$ cat config.mk
export PLATFORM = sky130hd
export DESIGN_NAME = bht_predictor
export DESIGN_NICKNAME = d
export VERILOG_FILES = /design/src/rtl/bht_predictor.sv
export SDC_FILE = /design/constraint.sdc
export NUM_CORES = 2
export LEC_CHECK = 0
export ABC_AREA = 1
export BUFFER_PORTS_ARGS = -buffer_cell sky130_fd_sc_hd__buf_2
export CAP_MARGIN = 20
export CORE_MARGIN = 8
export CORE_UTILIZATION = 29
export DETAILED_ROUTE_END_ITERATION = 10
export PLACE_DENSITY = 0.49
export SETUP_SLACK_MARGIN = 0.4
export SKIP_LAST_GASP = 1
export SYNTH_ARGS = -nofsm -noshare
export SYNTH_HDL_FRONTEND = slang
export SYNTH_SLANG_ARGS = --single-unit
export TNS_END_PERCENT = 30
$ cat constraint.sdc
create_clock -name clk -period 4.95 [get_ports clk]
set_clock_uncertainty 0.15 [all_clocks]
set_input_delay 1.2375 -clock clk [delete_from_list [all_inputs] [get_ports clk]]
set_output_delay 1.2375 -clock clk [all_outputs]
set_load 0.02 [all_outputs]
$ cat src/rtl/bht_predictor.sv
module bht_predictor #(
  parameter int PC_W     = 32,
  parameter int IDX_BITS = 10,
  parameter int CTR_BITS = 2
) (
  input  logic            clk,
  input  logic            rst_n,
  input  logic [PC_W-1:0] lk_pc,
  output logic            lk_taken,
  input  logic            up_valid,
  input  logic [PC_W-1:0] up_pc,
  input  logic            up_taken
);
  localparam int                  ENTRIES  = 1 << IDX_BITS;
  localparam logic [CTR_BITS-1:0] CTR_MAX  = '1;
  localparam logic [CTR_BITS-1:0] CTR_INIT = CTR_BITS'((1 << (CTR_BITS - 1)) - 1);

  logic [CTR_BITS-1:0] tbl [ENTRIES];

  wire [IDX_BITS-1:0] lk_idx = lk_pc[IDX_BITS+1:2];
  wire [IDX_BITS-1:0] up_idx = up_pc[IDX_BITS+1:2];
  wire [CTR_BITS-1:0] up_old = tbl[up_idx];
  wire [CTR_BITS-1:0] lk_ctr = tbl[lk_idx];

  logic [CTR_BITS-1:0] up_new;
  always_comb begin
    up_new = up_old;
    if (up_taken && up_old != CTR_MAX) up_new = up_old + 1'b1;
    else if (!up_taken && up_old != '0) up_new = up_old - 1'b1;
  end

  always_ff @(posedge clk) begin
    if (!rst_n) begin
      for (int i = 0; i < ENTRIES; i++) tbl[i] <= CTR_INIT;
    end else if (up_valid) begin
      tbl[up_idx] <= up_new;
    end
  end

  assign lk_taken = lk_ctr[CTR_BITS-1];

  AST_TAKEN_NO_DROP: assert property (@(posedge clk) disable iff (!rst_n)
    up_valid && up_taken |=> tbl[$past(up_idx)] >= $past(up_old));
  AST_TAKEN_SAT: assert property (@(posedge clk) disable iff (!rst_n)
    up_valid && up_taken && up_old == CTR_MAX |=> tbl[$past(up_idx)] == CTR_MAX);
  AST_NT_NO_RISE: assert property (@(posedge clk) disable iff (!rst_n)
    up_valid && !up_taken |=> tbl[$past(up_idx)] <= $past(up_old));
  AST_NT_SAT: assert property (@(posedge clk) disable iff (!rst_n)
    up_valid && !up_taken && up_old == '0 |=> tbl[$past(up_idx)] == '0);
  AST_IDLE_HOLD: assert property (@(posedge clk) disable iff (!rst_n)
    !up_valid |=> tbl[$past(lk_idx)] == $past(lk_ctr));
  AST_OTHER_HOLD: assert property (@(posedge clk) disable iff (!rst_n)
    up_valid && lk_idx != up_idx |=> tbl[$past(lk_idx)] == $past(lk_ctr));
endmodule

==> flow_summary.json <==
{
  "run_status": "complete, but fails checks",
  "violations": "negative setup slack",
  "regMostFlops": "tbl",
  "grt_max_degree": 153,
  "netlist_instances": 14460,
  "grt_first_pass_wirelength_mm": 713.7,
  "hold_viol": 0,
  "critPathArrivalTime_ps": 3650,
  "nets": 14850,
  "worst-path-buf-inv": 6,
  "fillCellCount": 39800,
  "criticalPathCategory": "in2out",
  "drive_above_1_share_pct": 12.64,
  "core-area_mm2": 0.3911,
  "placed_cell_area_mm2": 0.1266,
  "period_share_pct": 101.8,
  "r2r_cells": 25,
  "die_area_mm2": 0.4119,
  "path_max_fanout": 18,
  "slew_headroom_pct": 23.74,
  "period_needed_ps": 5040,
  "gp_congestion": 0.8797,
  "tightest_slew_ps": 1143,
  "fmax_mhz": 198.4,
  "cts.sinks": 2048,
  "powerDensity_mw_per_mm2": 333.2,
  "drv_cap": 0,
  "largest_register_ff_count": 2048,
  "avgSynthCellArea_um2": 7.853,
  "routedWlPerCell_um": 26.18,
  "crit_path_end_kind": "primary output",
  "setup_ws_ps": -89.92,
  "critical-path-top-delay-family": "simple AND/OR/NAND/NOR gates",
  "ys_types": 26,
  "setup_viol": 1,
  "cts_root_buf": "clkbuf_16",
  "p_leak_nw": 52.77,
  "rsz0062_at_grt": "yes",
  "grt_overflow": 0,
  "top_regs": "tbl x2048",
  "clock_path_buffers": 4,
  "most-common-layout-cells": "nand2_1 (4527), nor2_1 (2774), edfxtp_1 (2048)",
  "drc": 0,
  "cts_hold_buffers": 0,
  "crit_required_ps": 3560,
  "ys_warn_count": 0,
  "cts_htree_levels": 4,
  "slowest_delay_ps": 330,
  "path_cells": "buf_16, clkinv_16, buf_16, bufbuf_16, nor2_1, o22ai_2, nand2_1, nand3_1, nand3_1, nand3_4, nand3_1, nand2_1, nand2_1, nand3_2, nand3_2, nand2_2, buf_12, buf_8",
  "clkTransAtPathRegs_ps": 60,
  "ant_nets": 0,
  "die_w_um": 641.8,
  "dr.pass1.iters": 9,
  "hold_path_depth": 2,
  "dpl.hpwl_mm": 311.9,
  "dp_cells": 19470,
  "seq_area_frac_synth_pct": 54.15,
  "cp_num_cells": 18,
  "final-max-slew-violation-count": 0,
  "cp_slowest_cell": "bufbuf_16",
  "cts_tree": "built",
  "layout.cells.non_filler": 20220,
  "vdd_drop_max_uv": 298.2,
  "antenna_found_initial": 42,
  "critPathLaunchType": "input port",
  "hp-class": "in2reg",
  "die_y_um": 641.8,
  "final_common_cell": "nand2_1",
  "grt_pass1_vias": 97990,
  "synth_seq_cells": 2048,
  "clock_latency_ps": 950,
  "track_usage_pct": 23.48,
  "drt-initial-drc-count": 15570,
  "layout-area-overhead-vs-synth_pct": 25.07,
  "ios": 69,
  "io_buffers": 24,
  "synth_area_mm2": 0.1136,
  "fin_area_mm2": 0.1420,
  "vias": 107800,
  "syn-num-nets": 14530,
  "start_util_pct": 29.04,
  "rows": 230,
  "viasPerCell": 5.333,
  "cts_buffers": 239,
  "wirelength_mm": 529.3
}
worst reg2reg max path: cells and delay by family, from the launching register on:
| family | cells | cell delay (ps) |
|---|---|---|
| AOI/OAI and AO/OA | 1 | 140 |
| DFF | 1 | 420 |
| and+or+nand+nor | 17 | 1850 |
| buffers and inverters | 6 | 900 |
| adders and majority gates | 1 | 220 |
worst paths after layout:
| kind | start | endpoint | slack (ps) |
|---|---|---|---|
| max | lk_pc[2] | lk_taken | -90 |
| min | rst_n | tbl[431][1] | 560 |
| max reg2reg | tbl[195][1] | tbl[669][1] | 990 |
| min reg2reg | tbl[822][0] | tbl[821][0] | 1420 |
per-stage QoR:
stage                     util [%]  setup TNS, ps  worst slack (ps)  hold WS, ps  total power, mW
final                        36.32         -89.92            -89.92        562.6            47.33
after global routing         36.31         -119.6            -119.6        554.5            48.43
after CTS                    35.16         -5.842            -5.842        508.9            45.90
after detailed placement     32.37       -1472570            -816.2         1333            28.09
after global placement       32.37       -1491700            -825.2         1337            28.11
after floorplan                  -              0             414.8         1151            23.92
area by class of cell:
cell class,instances,area [um2],area share [%]
multi-input cells,10060,43840,30.87
flip-flops and latches,2048,61500,43.30
clock inverters,131,1096,0.7716
well taps,5220,6531,4.598
diodes,31,77.57,0.05461
repair inverters,4,77.57,0.05461
clock buffers,302,6260,4.407
repair buffers,1243,18050,12.70
inverters,1183,4611,3.246
synth_stat cells, drive strengths merged:
library cell / number / share of area (%)
nand4: 106 / 0.58
clkinv: 15 / 0.050
o22ai: 254 / 1.4
nor2: 2812 / 9.3
edfxtp: 2048 / 54
nor3: 10 / 0.044
a22oi: 312 / 2.1
ha: 2 / 0.022
clkbuf: 626 / 2.1
inv: 1168 / 3.9
buf: 546 / 2.6
nand3b: 1 / 0.0066
nand3: 1394 / 6.1
nand2: 4584 / 15
o211ai: 1 / 0.0066
o21ai: 547 / 2.4
a21oi: 35 / 0.15
power by group:
| group | internal, mW | leakage, nW | switching, mW |
|---|---|---|---|
| sequential | 19.5 | 19.2 | 0.251 |
| clock | 9.71 | 3.60 | 7.68 |
| combinational | 3.83 | 29.9 | 6.32 |
per-layer routing:
metal	wire length, um	track usage, %	up-vias
li1	-	-	47810
met2	236000	37.08	6551
met5	41	0	-
met3	55800	3.969	1135
met4	27570	11.11	6
met1	209900	31.35	52330
cell families (layout without fill, tap and decap cells):
| group | count (synthesis) | count (layout) | share of synthesized area, % |
|---|---|---|---|
| and+or+nand+nor | 8907 | 8908 | 31.26 |
| adders and majority gates | 2 | 2 | 0.02203 |
| AOI/OAI and AO/OA | 1149 | 1149 | 6.033 |
| buffers and inverters | 2355 | 2863 | 8.537 |
| DFF | 2048 | 2048 | 54.15 |
| other | 0 | 31 | 0 |
timing repair:
action | in CTS | in global routing
setup endpoints to repair | 1961 | 2049
pin swaps | 81 | 111
buffers inserted | 69 | 88
gates cloned | 50 | 82
resized for setup | 294 | 354
No activity file was read; power rests on OpenSTA's default activity.
